--- src/rtl/bsup_pkg.sv ---
package bsup_pkg;
  typedef enum logic [2:0] {
    ST_OFF     = 3'd0,
    ST_SOFT    = 3'd1,
    ST_RUN     = 3'd2,
    ST_HICCUP  = 3'd3,
    ST_OV_SINK = 3'd4,
    ST_OV_HOLD = 3'd5
  } bsup_state_e;
endpackage

--- src/rtl/bsup_ramp.sv ---
// Maps the soft-start timer onto the ramp code width.
module bsup_ramp #(
  parameter int SS_W   = 11,
  parameter int TMR_W  = 13,
  parameter int RAMP_W = 8
) (
  input  logic              in_soft,
  input  logic              in_run,
  input  logic [TMR_W-1:0]  count,
  output logic [RAMP_W-1:0] code
);
  logic [RAMP_W-1:0] scaled;

  generate
    if (SS_W >= RAMP_W) begin : g_shift_down
      assign scaled = count[SS_W-1:SS_W-RAMP_W];
    end else begin : g_shift_up
      assign scaled = {count[SS_W-1:0], {(RAMP_W-SS_W){1'b0}}};
    end
  endgenerate

  always_comb begin
    if (in_run)       code = '1;
    else if (in_soft) code = scaled;
    else              code = '0;
  end
endmodule

--- src/rtl/bsup_pgood.sv ---
// Power-good with a strobe-counted drop-out filter; active only in running.
module bsup_pgood #(
  parameter int FILTER = 16
) (
  input  logic clk,
  input  logic rst,
  input  logic tick,
  input  logic in_run,
  input  logic fb_ok,
  output logic pgood
);
  localparam int CW = $clog2(FILTER) + 1;
  logic [CW-1:0] bad_q;

  always_ff @(posedge clk) begin
    if (rst || !in_run) begin
      bad_q <= '0;
      pgood <= 1'b0;
    end else if (tick) begin
      if (fb_ok) begin
        bad_q <= '0;
        pgood <= 1'b1;
      end else if (bad_q == CW'(FILTER - 1)) begin
        pgood <= 1'b0;
      end else begin
        bad_q <= bad_q + 1'b1;
      end
    end
  end
endmodule

--- src/rtl/buck_supervisor.sv ---
module buck_supervisor
  import bsup_pkg::*;
#(
  parameter int SS_CYCLES     = 2048,
  parameter int HICCUP_CYCLES = 4096,
  parameter int OC_LIMIT      = 10,
  parameter int OV_FILTER     = 16,
  parameter int PG_FILTER     = 16,
  parameter int RAMP_W        = 8
) (
  input  logic              clk,
  input  logic              rst,
  input  logic              tick,
  input  logic              en_i,
  input  logic              uv_i,
  input  logic              ot_i,
  input  logic              fb_hi_i,
  input  logic              fb_lo_i,
  input  logic              fb_ok_i,
  input  logic              neg_lim_i,
  input  logic              ilim_i,
  input  logic              ss_above_fb_i,
  output logic              run_o,
  output logic [RAMP_W-1:0] ramp_o,
  output logic              force_ls_o,
  output logic              block_rev_o,
  output logic              pgood_o
);
  localparam int SS_W  = $clog2(SS_CYCLES);
  localparam int TMAX  = (HICCUP_CYCLES > SS_CYCLES) ? HICCUP_CYCLES : SS_CYCLES;
  localparam int TMR_W = $clog2(TMAX) + 1;
  localparam int OC_W  = $clog2(OC_LIMIT + 1) + 1;
  localparam int OV_W  = $clog2(OV_FILTER) + 1;

  bsup_state_e      st_q, st_n;
  logic [TMR_W-1:0] tmr_q, tmr_n;
  logic [OC_W-1:0]  oc_q, oc_n;
  logic [OV_W-1:0]  ov_q, ov_n;
  logic             hit_q, hit_n;
  logic             rev_ok_q, rev_ok_n;
  logic             shut, oc_trip, ov_trip;
  logic [RAMP_W-1:0] ramp_n;

  assign shut    = !en_i || uv_i || ot_i;
  assign oc_trip = tick && ilim_i && (oc_q == OC_W'(OC_LIMIT));
  assign ov_trip = tick && fb_hi_i && (ov_q == OV_W'(OV_FILTER - 1));

  always_comb begin
    st_n     = st_q;
    tmr_n    = tmr_q;
    oc_n     = oc_q;
    ov_n     = ov_q;
    hit_n    = hit_q;
    rev_ok_n = rev_ok_q;
    unique case (st_q)
      ST_OFF: if (tick) st_n = ST_SOFT;
      ST_SOFT, ST_RUN: begin
        if (st_q == ST_SOFT && ss_above_fb_i) rev_ok_n = 1'b1;
        if (tick) begin
          if (ilim_i) begin
            oc_n = oc_q + 1'b1;
            if (st_q == ST_SOFT) hit_n = 1'b1;
          end
          ov_n = fb_hi_i ? ov_q + 1'b1 : '0;
          if (oc_trip) begin
            st_n = ST_HICCUP;
            oc_n = '0;
          end else if (ov_trip) begin
            st_n = ST_OV_SINK;
          end else if (st_q == ST_SOFT) begin
            if (tmr_q == TMR_W'(SS_CYCLES - 1)) begin
              st_n = ST_RUN;
              if (!hit_q && !ilim_i) oc_n = '0;
            end else begin
              tmr_n = tmr_q + 1'b1;
            end
          end
        end
      end
      ST_HICCUP: if (tick) begin
        if (tmr_q == TMR_W'(HICCUP_CYCLES - 1)) st_n = ST_SOFT;
        else tmr_n = tmr_q + 1'b1;
      end
      ST_OV_SINK: if (tick && neg_lim_i) st_n = ST_OV_HOLD;
      ST_OV_HOLD: if (tick && fb_lo_i) st_n = ST_SOFT;
      default: st_n = ST_OFF;
    endcase
    if (shut) begin
      st_n = ST_OFF;
      oc_n = '0;
    end
    if (st_n != st_q) begin
      tmr_n    = '0;
      ov_n     = '0;
      hit_n    = 1'b0;
      rev_ok_n = 1'b0;
    end
  end

  bsup_ramp #(.SS_W(SS_W), .TMR_W(TMR_W), .RAMP_W(RAMP_W)) u_ramp (
    .in_soft (st_n == ST_SOFT),
    .in_run  (st_n == ST_RUN),
    .count   (tmr_n),
    .code    (ramp_n)
  );

  bsup_pgood #(.FILTER(PG_FILTER)) u_pg (
    .clk    (clk),
    .rst    (rst),
    .tick   (tick),
    .in_run (st_n == ST_RUN),
    .fb_ok  (fb_ok_i),
    .pgood  (pgood_o)
  );

  always_ff @(posedge clk) begin
    if (rst) begin
      st_q        <= ST_OFF;
      tmr_q       <= '0;
      oc_q        <= '0;
      ov_q        <= '0;
      hit_q       <= 1'b0;
      rev_ok_q    <= 1'b0;
      run_o       <= 1'b0;
      ramp_o      <= '0;
      force_ls_o  <= 1'b0;
      block_rev_o <= 1'b0;
    end else begin
      st_q        <= st_n;
      tmr_q       <= tmr_n;
      oc_q        <= oc_n;
      ov_q        <= ov_n;
      hit_q       <= hit_n;
      rev_ok_q    <= rev_ok_n;
      run_o       <= (st_n == ST_SOFT) || (st_n == ST_RUN);
      ramp_o      <= ramp_n;
      force_ls_o  <= (st_n == ST_OV_SINK);
      block_rev_o <= (st_n == ST_SOFT) && !rev_ok_n;
    end
  end
endmodule

--- config.mk ---
export PLATFORM = sky130hd
export DESIGN_NAME = buck_supervisor
export DESIGN_NICKNAME = d
export VERILOG_FILES = /design/src/rtl/bsup_pkg.sv /design/src/rtl/bsup_ramp.sv /design/src/rtl/bsup_pgood.sv /design/src/rtl/buck_supervisor.sv
export SDC_FILE = /design/constraint.sdc
export NUM_CORES = 1
export LEC_CHECK = 0
export ABC_AREA = 1
export BUFFER_PORTS_ARGS = -buffer_cell sky130_fd_sc_hd__buf_2
export CAP_MARGIN = 20
export CORE_MARGIN = 2
export CORE_UTILIZATION = 60
export CTS_BUF_LIST = sky130_fd_sc_hd__clkbuf_4 sky130_fd_sc_hd__clkbuf_8
export CTS_CLUSTER_SIZE = 30
export DETAILED_ROUTE_END_ITERATION = 8
export PLACE_DENSITY_LB_ADDON = 0.08
export RECOVER_POWER = 100
export SYNTH_ARGS = -nofsm -noshare
export SYNTH_HDL_FRONTEND = slang
export SYNTH_SLANG_ARGS = --single-unit
--- constraint.sdc ---
create_clock -name clk -period 6.2 [get_ports clk]
set_input_delay 0.93 -clock clk [delete_from_list [all_inputs] [get_ports clk]]
set_output_delay 0.93 -clock clk [all_outputs]
set_load 0.03 [all_outputs]
**Word level (Yosys, flattened, before mapping)**

Cells that the tools add are included.

- Add/subtract/negate cells: 4
- Equality and inequality tests: 22
- Mux-type cells: 37
- Reduce and logical (&&, ||, !) cells: 29

Operators with widths:

| cell | number |
|---|---|
| 13-bit 2-to-1 mux | 7 |
| 5-bit 2-to-1 mux | 9 |
| 3-bit 2-to-1 mux | 11 |
| 13-bit case mux with 2 select lines | 1 |
| 8-bit 2-to-1 mux | 2 |
| 2-bit inequality test, second input constant | 8 |
| 5-bit by 1-bit adder with 5-bit output, second input constant | 3 |
| 5-bit by 4-bit equality test with 1-bit output, second input constant | 3 |
| 3-bit case mux with 5 select lines | 1 |
| 13-bit by 1-bit adder with 13-bit output, second input constant | 1 |
| 13-bit by 11-bit equality test with 1-bit output, second input constant | 1 |
| 13-bit by 12-bit equality test with 1-bit output, second input constant | 1 |
| 11-bit 2-to-1 mux | 1 |
| 3-bit by 2-bit equality test with 1-bit output, second input constant | 3 |
| 3-bit equality test, second input constant | 3 |
| 1-bit logical AND | 9 |
| 8-bit AND reduction | 1 |
| 3-bit by 1-bit equality test with 1-bit output, second input constant | 2 |
| 2-bit AND reduction | 3 |
| 2-bit OR reduction | 3 |
| 1-bit zero test | 5 |
| 1-bit 2-to-1 mux | 5 |
| 1-bit logical OR | 4 |
| 4-bit AND reduction | 1 |
| 3 further kinds | 4 |

- Bits in registers: 45
- Input bits: 12
- Output and inout bits: 12

**Depth between registers and ports, before layout**

Gate-level depths: netlist (run 1).

- Depth in word-level cells: 12
- Mapped depth: 18

**Cells and area by module**

A second synthesis (run 1) with hierarchy kept.

- Cells, all modules: 434
- Area, all modules: 2,802.7 µm²

Modules (own cells, without submodules):

| module | times used | cells an instance | area each (µm²) |
|---|---|---|---|
| buck_supervisor | 1 | 368 | 2,412.3 |
| bsup_pgood | 1 | 48 | 315.3 |
| bsup_ramp | 1 | 18 | 75.1 |

**Worst setup path after synthesis (run 1)**

No wires, ideal clock.

- Kind: input -> register
- From: input port ilim_i
- To: register ov_q[0]
- Library setup time: 0.073 ns
- Data arrival time: 2.386 ns
- Required time: 6.127 ns
- Setup slack: 3.741 ns
- Stages: 16
- Buffers on the path: 2
- Cell sequence: buf_2 -> nand2_1 -> inv_2 -> nand4_1 -> nand2_1 -> inv_2 -> nand2_1 -> nand2_1 -> nand2_1 -> nand2_2 -> nand2_1 -> nand3_4 -> nor2_8 -> nand2_4 -> buf_6 -> nor3_2

- Word-level cells in the longest chain between the ends: 8

RTL lines:

| what | line | text |
|---|---|---|
| start: declaration | buck_supervisor.sv:21 | `input logic ilim_i,` |
| 1-bit logical AND (2 in series) | buck_supervisor.sv:45 | `assign oc_trip = tick && ilim_i && (oc_q == OC_W'(OC_LIMIT));` |
| 3-bit 2-to-1 mux | buck_supervisor.sv:65 | `if (oc_trip) begin` |
| 3-bit 2-to-1 mux | buck_supervisor.sv:59 | `if (tick) begin` |
| 3-bit case mux with 5 select lines | buck_supervisor.sv:55 | `unique case (st_q)` |
| 3-bit 2-to-1 mux | buck_supervisor.sv:88 | `if (shut) begin` |
| 3-bit inequality test | buck_supervisor.sv:92 | `if (st_n != st_q) begin` |
| 2-bit OR reduction (no source line) | n/a |  |
| end signal: assignment | buck_supervisor.sv:132 | `ov_q <= ov_n;` |
| end: declaration | buck_supervisor.sv:38 | `logic [OV_W-1:0] ov_q, ov_n;` |

Every way passes these cells.
A chain may end at the register's enable or synchronous reset.

**Worst setup path after layout (run 1)**

- From: input port tick
- To: register tmr_q[8]

- Word-level cells in the longest chain between the ends: 9
- Elaborated cells on any way between the ends: 22
- Those cells by class: eq/ne: 1; mux: 15; reduce/logical: 6

RTL lines:

| what | line | text |
|---|---|---|
| start: declaration | buck_supervisor.sv:13 | `input logic tick,` |
| 1-bit logical AND (2 in series) | buck_supervisor.sv:46 | `assign ov_trip = tick && fb_hi_i && (ov_q == OV_W'(OV_FILTER - 1));` |
| 3-bit 2-to-1 mux | buck_supervisor.sv:68 | `end else if (ov_trip) begin` |
| 3-bit 2-to-1 mux | buck_supervisor.sv:65 |  |
| 3-bit 2-to-1 mux | buck_supervisor.sv:59 |  |
| 3-bit case mux with 5 select lines | buck_supervisor.sv:55 |  |
| 3-bit 2-to-1 mux | buck_supervisor.sv:88 |  |
| 3-bit inequality test | buck_supervisor.sv:92 |  |
| 11-bit 2-to-1 mux * | buck_supervisor.sv:92 |  |
| end signal: assignment | buck_supervisor.sv:130 | `tmr_q <= tmr_n;` |
| end: declaration | buck_supervisor.sv:36 | `logic [TMR_W-1:0] tmr_q, tmr_n;` |

Every way passes the cells marked *; elsewhere a longest branch is shown, timed or not. The select of a mux whose other input is x is not followed.

==> impl_metrics.tcl, run 1 <==
set metrics [dict create \
    status "complete, no violations" \
    crit_fanout 20 \
    avgRoutedWirePerCell_um 11.6 \
    slew_viol_final 0 \
    ys_types 35 \
    criticalPathCategory "input pin to flip-flop" \
    stdcell_area_sq_mm 0.00253 \
    yosysSeqAreaShare_pct 37.4 \
    slew_headroom_pct 29.7 \
    cts_buffer_depth 2 \
    finalSetupTns_ps 0 \
    synth_cells 337 \
    final_nets 378 \
    grt_max_degree 21 \
    p_per_area_mw_per_mm2 197 \
    grt_pass1_wl_mm 8.05 \
    worst_pin_slew_ps 1050 \
    cts_setup_buffers 0 \
    start_util_pct 61.1 \
    drive_gt1_share_pct 10.3 \
    tritoncts "yes" \
    fill_cells 384 \
    cts_max_level 2 \
    fin_cells 409 \
    place.gp.congestion 0.843 \
    synth_edf_count 0 \
    cts_made_buffers 5 \
    startpoint_type "input pin" \
    place_inst 402 \
    cts_sinks 45 \
    cts_resized 0 \
    antenna_found_initial 0 \
    fmax_mhz 276 \
    core_sq_mm 0.00394 \
    synth.cell_area_sq_mm 0.00241 \
    required_ps 6390 \
    dieArea_sq_mm 0.00453 \
    finClkSkew_ps 9.69 \
    hpwl_mm 3.43 \
    synthToLayoutAreaGrowth_pct 4.94 \
    hold_violations 0 \
    final_core_util_pct 64.1 \
    ios 24 \
    gr-total-overflow 0 \
    cap_violations 0 \
    fin_crit_ps 3620 \
    n_antenna_cell 0 \
    rsz0062_at_grt "false" \
    worstSkewPairLatency_ps 300 \
    setup_viol 0 \
    worst_setup_path_end_kind "flip-flop" \
    port_buffers 23 \
    drtIter0Drc 139 \
    grt_pass1_vias 1916 \
    layout_commonest_cell "nand2_1" \
    cts-hold-fix-buffers 0 \
    p_leak_nw 1.07 \
    grt_usage_pct 23.3 \
    yosys_warnings 0 \
    routed_wl_mm 4.73 \
    vias 2134 \
    p_total_w 0.000496 \
    num_rows 23 \
    first_pass_iters 4 \
    finalCritPeriodShare_pct 58.4 \
    hold_path_class "flip-flop to flip-flop" \
    critical_path_arrival_ps 3810 \
    via_per_inst 5.22 \
    dpl-instance-area_sq_mm 0.00253 \
    cts_root_buffer "clkbuf_8" \
    synth_nets 356 \
    synth_ff_type "dfxtp_1" \
    clk_pin_slew_worst_paths_ps 80 \
    ys_async_sr_fraction_pct 0 \
    ys_seq_elements 45 \
    final_cell_mix "nand2_1 (97), dfxtp_1 (45), nor2_1 (35)" \
    drc 0 \
    die_w_um 67.3 \
    synth.avg_cell_area_sq_um 7.14 \
    antenna_left 0 \
    die_height_um 67.3 \
    ir_drop_uv 130 \
]
critical path, cell delays in order:
cell and delay [ps]:
clkbuf_1 350, nand2_1 90, inv_1 110, nand4_1 200, nand2_1 110, inv_1 70, nand2_1 60, nand2_1 50
nand2_1 100, nand2_1 110, nand2_1 130, nand3_4 60, nor2_1 470, nand2_1 620, nor3_1 350
report_power, final:
group | internal, W | switching, W
logic | 0.00000668 | 0.0000177
registers | 0.000289 | 0.000000541
clock network | 0.0000826 | 0.0000995
total | 0.000379 | 0.000118
cell usage after synthesis (2+ instances only):
| library cell | count | share of area (%) |
|---|---|---|
| nand3_1 | 23 | 4.8 |
| xnor2_1 | 2 | 0.73 |
| nand2_2 | 5 | 1.3 |
| nand2_1 | 95 | 15 |
| a21oi_1 | 17 | 3.5 |
| nor3_2 | 7 | 2.9 |
| buf_6 | 2 | 0.94 |
| ha_1 | 7 | 3.6 |
| nor2_1 | 34 | 5.3 |
| a21oi_2 | 10 | 3.6 |
| dfxtp_1 | 45 | 37 |
| a31oi_1 | 2 | 0.52 |
| xor2_1 | 4 | 1.5 |
| nand3b_1 | 2 | 0.62 |
| clkbuf_1 | 2 | 0.31 |
| or2_2 | 2 | 0.52 |
| o21ai_0 | 8 | 1.7 |
| nor3_1 | 5 | 1.0 |
| inv_1 | 29 | 4.5 |
| buf_2 | 3 | 0.62 |
| inv_2 | 6 | 0.94 |
| nand4_1 | 14 | 3.6 |
area by class of cell:
type	count	area (sq um)	area share, %
Multi-Input combinational cell	248	1240	49.2
Clock inverter	1	8.76	0.347
Timing Repair Buffer	23	98.8	3.91
Sequential cell	45	901	35.7
Clock buffer	6	76.3	3.02
Inverter	36	135	5.35
Tap cell	50	62.6	2.48
logic make-up (layout without fill, tap and decap cells):
family | Yosys count | count (layout) | share of synthesized area [%]
simple gates | 193 | 193 | 38.2
flops | 45 | 45 | 37.4
buf+inv | 44 | 66 | 7.80
compound gates | 42 | 42 | 10.8
fa+ha+maj | 7 | 7 | 3.64
xor+xnor | 6 | 6 | 2.18
registers in the layout, summed over array words and instances, names as in the netlist:
register and count:
st_q 3, hit_q 1, tmr_q 13, oc_q 5, rev_ok_q 1, ramp_o 8, run_o 1, block_rev_o 1
u_pg.bad_q 5, ov_q 5, u_pg.pgood 1, force_ls_o 1
metrics by stage:
| step | hold WS [ps] | setup slack [ps] |
|---|---|---|
| 2_1_floorplan | 439 | 3740 |
| 3_3_place_gp | 448 | 3370 |
| 3_5_place_dp | 469 | 3350 |
| 4_1_cts | 488 | 3660 |
| 5_1_grt | 510 | 2220 |
| 6_report | 482 | 2580 |
metal layers:
| layer | routed length, um | GRT usage, % |
|---|---|---|
| met1 | 2290 | 28.1 |
| met2 | 2200 | 40.8 |
| met3 | 149 | 4.50 |
| met4 | 88 | 8.67 |
| met5 | 0 | 0 |
worst paths after layout:
check                start        to  slack (ps)  cells past startpoint
setup / recovery      tick  tmr_q[8]        2580                     15
hold / removal    rev_ok_q  rev_ok_q         480                      2
setup reg to reg   ov_q[0]  tmr_q[8]        2890                     16
hold reg to reg   rev_ok_q  rev_ok_q         480                      2
(Power assumes the default switching activity.)
==> run 2, diff against run 1 <==
ABC_AREA = 0   (was 1)
clock period = 3.68 ns   (was 6.2 ns; I/O delays follow)
==> impl_metrics.tcl, run 2 <==
set metrics [dict create \
    final_cell_mix "dfxtp_1 (45), nor2_1 (22), nor4_1 (20)" \
    place.gp.congestion 0.831 \
    layout_commonest_cell "dfxtp_1" \
    num_rows 22 \
    synth_area_leaders "dfxtp_1 (38%), nor4_1 (5.3%), xor2_1 (5.2%), ha_1 (3.7%), nor2_1 (3.5%)" \
    cts_sinks 45 \
    start_util_pct 63.5 \
    drc 0 \
    grt_pass1_wl_mm 8.74 \
    hold_violations 0 \
    top_usage_layer "met2" \
    port_buffers 23 \
    clk_pin_slew_worst_paths_ps 90 \
    fin_cells 342 \
    worst_setup_path_end_kind "flip-flop" \
    routed_wl_mm 5.07 \
    hpwl_mm 3.53 \
    p_per_area_mw_per_mm2 343 \
    grt_max_degree 21 \
    largestRegisters "tmr_q x13, ramp_o x8" \
    whs_path_depth 2 \
    r2r_start "st_q[0]" \
    synth.largest_area_cell "dfxtp_1" \
    synthToLayoutAreaGrowth_pct 8.74 \
    synth_cells 275 \
    yosys_warnings 0 \
    crit_fanout 15 \
    cts_root_buffer "clkbuf_8" \
    cts_max_level 2 \
    ios 24 \
    gr-usage-met3_pct 6.25 \
    synth.cell_area_sq_mm 0.00238 \
    synth_top_area_share_pct 37.9 \
    place_inst 335 \
    largest_register_ffs 13 \
    startpoint_type "flip-flop" \
    hold_path_class "input pin to flip-flop" \
    synth_edf_count 0 \
    final_nets 313 \
    cts_made_buffers 5 \
    timing.final.ws_setup_ps 834 \
    ys_seq_elements 45 \
    avgRoutedWirePerCell_um 14.8 \
    status "complete, no violations" \
    regMostFlops "tmr_q" \
    grt_use_met1_pct 34.2 \
    ys_async_sr_fraction_pct 0 \
    required_ps 3900 \
    rr_worst_depth 6 \
    ys_top_cells_by_count "dfxtp_1 (45), nor2_1 (22), nor4_1 (20)" \
    cts_buffer_depth 2 \
    fin_crit_ps 2850 \
    synth.avg_cell_area_sq_um 8.64 \
    cts_resized 0 \
    pre_cts_slack_ps 868 \
    yosysMostFrequentCell "dfxtp_1" \
    n_antenna_cell 0 \
    die_height_um 66.9 \
    cts-hold-fix-buffers 0 \
    setup_viol 0 \
    via_per_inst 6.27 \
    worstSkewPairLatency_ps 290 \
    gr-usage-met2_pct 40.5 \
    synth_nets 294 \
    finalCritPeriodShare_pct 77.3 \
    ys_types 59 \
    ir_drop_uv 220 \
    p_leak_nw 0.914 \
    slew_viol_final 0 \
    antenna_left 0 \
    finalSetupTns_ps 0 \
    holdWs_ps 482 \
    gr-total-overflow 0 \
    final_core_util_pct 69.1 \
    worst_pin_slew_ps 735 \
    synth_ff_type "dfxtp_1" \
    criticalPathCategory "flip-flop to flip-flop" \
    regToRegSetupSlack_ps 830 \
    holdCritStartpoint "rst" \
    vias 2145 \
    drtIter0Drc 202 \
    yosysSeqAreaShare_pct 37.9 \
    core_sq_mm 0.00374 \
    antenna_found_initial 0 \
    whs_endpoint "oc_q[1]" \
    tritoncts "yes" \
    first_pass_iters 4 \
    fmax_mhz 351 \
    finClkSkew_ps 11.8 \
    critical_path_arrival_ps 3070 \
    die_w_um 66.9 \
    cap_violations 0 \
    dieArea_sq_mm 0.00448 \
    r2r-end "u_pg.pgood" \
    drive_gt1_share_pct 9.18 \
    grt_usage_pct 25.3 \
    cts_setup_buffers 0 \
    rsz0062_at_grt "false" \
    grt_pass1_vias 1929 \
    slew_headroom_pct 51.0 \
]
run 2: kinds of logic after synthesis:
logic type / Yosys count / share of synthesized area, %
flip-flops: 45 / 37.9
AND/OR/NAND/NOR: 112 / 26.4
adder cells (fa/ha/maj): 7 / 3.68
XOR/XNOR: 15 / 5.53
multiplexers: 2 / 0.895
AO/OA/AOI/OAI: 70 / 21.2
buffers and inverters: 24 / 4.42
run 2: worst max-delay path by stage:
stage | from | end
finish | st_q[0] | u_pg.pgood
global route | tmr_q[0] | ramp_o[7]
CTS | st_q[0] | u_pg.bad_q[0]
detailed placement | uv_i | ramp_o[4]
global placement | uv_i | ramp_o[4]
floorplan | uv_i | ramp_o[0]
run 2: area by class of cell:
class	count	area, sq um
tap	48	60.1
clock buffer	5	68.8
sequential	45	901
inverter	9	33.8
timing repair buffer	27	130
multi-input combinational	206	1360
fill	325	1160
clock inverter	2	35.0
run 2: stage by stage:
stage | total power, W | cell area (sq um)
floorplan | 0.000526 | 2380
global placement | 0.000541 | 2520
detailed placement | 0.000542 | 2520
CTS | 0.000895 | 2620
global route | 0.000920 | 2580
finish | 0.000887 | 2580
run 2: worst max-delay path, cell delays in order (launching register included):
cell	delay (ps)
dfxtp_1	580
or3b_1	410
or4_1	560
a221oi_1	310
a211oi_1	150
or3_1	590
nor2_1	180
run 2: where the power goes:
| group | leakage [nW] | switching, W | total (W) | internal, W |
|---|---|---|---|---|
| sequential | 0.362 | 0.00000112 | 0.000489 | 0.000487 |
| combinational | 0.498 | 0.0000268 | 0.0000414 | 0.0000146 |
| clock | 0.0540 | 0.000159 | 0.000357 | 0.000197 |
run 2: layer usage:
layer,vias to the layer above,part of all wire [%],routed length (um)
met5,-,0,0
met4,0,0.91,46
met3,4,4.6,235
met2,56,46,2340
met1,1005,48,2450
li1,1080,-,-
==> run 3, diff against run 2 <==
CORE_UTILIZATION = 55   (was 60)
clock period = 2.5 ns   (was 3.68 ns; I/O delays follow)
==> impl_metrics.tcl, run 3 (synthesis gave the netlist of run 2 again) <==
set metrics [dict create \
    slew_headroom_pct 63.1 \
    grt_max_degree 30 \
    cts-hold-fix-buffers 0 \
    slew_viol_final 0 \
    cts_max_level 2 \
    die_height_um 69.7 \
    final_core_util_pct 72.0 \
    final_cell_mix "dfxtp_1 (44), nor2_1 (22), buf_4 (19)" \
    hold_violations 0 \
    max_stage_delay_ps 520 \
    core_sq_mm 0.00409 \
    gr-total-overflow 0 \
    p_total_w 0.00135 \
    die_w_um 69.7 \
    first_pass_iters 4 \
    drc 0 \
    criticalPathCategory "flip-flop to flip-flop" \
    fin_crit_ps 2460 \
    grt_pass1_wl_mm 9.25 \
    finalCritPeriodShare_pct 98.5 \
    multi_input_area_sq_mm 0.00151 \
    ir_drop_uv 338 \
    final_nets 332 \
    largest_register_ffs 13 \
    clk_pin_slew_worst_paths_ps 90 \
    finClkSkew_ps 10.4 \
    n_antenna_cell 0 \
    cts_root_buffer "clkbuf_8" \
    routed_wl_mm 5.85 \
    setup_viol 0 \
    avgRoutedWirePerCell_um 16.1 \
    worst_pin_slew_ps 547 \
    regMostFlops "tmr_q" \
    port_buffers 23 \
    seq_area_sq_um 902 \
    rsz0062_at_grt "true" \
    hold_path_class "input pin to flip-flop" \
    cap_violations 0 \
    startpoint_type "flip-flop" \
    antenna_found_initial 0 \
    num_rows 23 \
    grt_usage_pct 23.2 \
    largestRegisters "tmr_q x13, ramp_o x8" \
    via_per_inst 6.07 \
    cts_made_buffers 5 \
    dieArea_sq_mm 0.00486 \
    fmax_mhz 406 \
    layout_commonest_cell "dfxtp_1" \
    p_leak_nw 1.10 \
    path_buf_inv 1 \
    status "complete, no violations" \
    worstSkewPairLatency_ps 310 \
    ios 24 \
    worst_setup_path_end_kind "flip-flop" \
    crit_family "simple AND/OR/NAND/NOR gates" \
    antenna_left 0 \
    worstPathCellList "or4bb_1 -> or4_4 -> a221oi_4 -> a211oi_4 -> nor3b_4 -> buf_12 -> nor4_1" \
    vias 2208 \
    critical_path.slowest_cell "or4bb_1" \
    grt_pass1_vias 2005 \
    place.gp.congestion 0.826 \
    synthToLayoutAreaGrowth_pct 23.8 \
    crit_fanout 10 \
    pre_cts_slack_ps 76.1 \
    tritoncts "yes" \
    fill_cells 327 \
    drtIter0Drc 188 \
    drive_gt1_share_pct 22.0 \
    hpwl_mm 3.85 \
    p_per_area_mw_per_mm2 460 \
    required_ps 2710 \
    timing.final.ws_setup_ps 38.1 \
    start_util_pct 58.2 \
    cts_buffer_depth 2 \
    cts_sinks 45 \
    critical_path_arrival_ps 2680 \
]
==> run 3: final timing paths <==
path | from | endpoint | slack, ps | depth (start not counted)
max | tmr_q[7] | tmr_q[10] | 40 | 7
min | rst | oc_q[1] | 290 | 2
max reg2reg | tmr_q[7] | tmr_q[10] | 40 | 7
min reg2reg | u_pg.pgood | u_pg.pgood | 510 | 2
==> run 3: power breakdown <==
part	internal (W)	switching, W	total [W]
sequential	0.000718	0.000000654	0.000718
combinational	0.0000322	0.0000498	0.0000820
clock	0.000299	0.000255	0.000554
total	0.00105	0.000305	0.00135
==> run 3: final cells by class <==
cell class | count | area share (%)
Tap cell | 50 | 2.13
Multi-Input combinational cell | 206 | 51.3
Sequential cell | 45 | 30.7
Clock inverter | 3 | 1.57
Clock buffer | 5 | 2.34
Inverter | 9 | 1.15
Timing Repair Buffer | 46 | 10.8
==> run 3: through the flow <==
step	cell area [sq um]	TNS, ps	hold WS, ps	cells
floorplan	2380	0	454	275
global placement	2660	0	479	353
detailed placement	2660	0	490	353
CTS	2780	0	279	361
global route	2940	-822	296	364
finish	2940	0	291	364
==> run 3: what timing repair did <==
action                                  in CTS  in global routing
buffers inserted                             0                  2
hold endpoints to repair                     0                  0
gates resized for setup                      0                 24
endpoints found under the setup margin       0                 34
==> run 3: metal layers <==
metal,vias up,routed length [um],global-route usage (%)
li1,1112,-,-
met1,1032,2740,31.6
met2,54,2730,35.9
met3,10,270,5.81
met4,0,102,7.91
met5,-,0,0
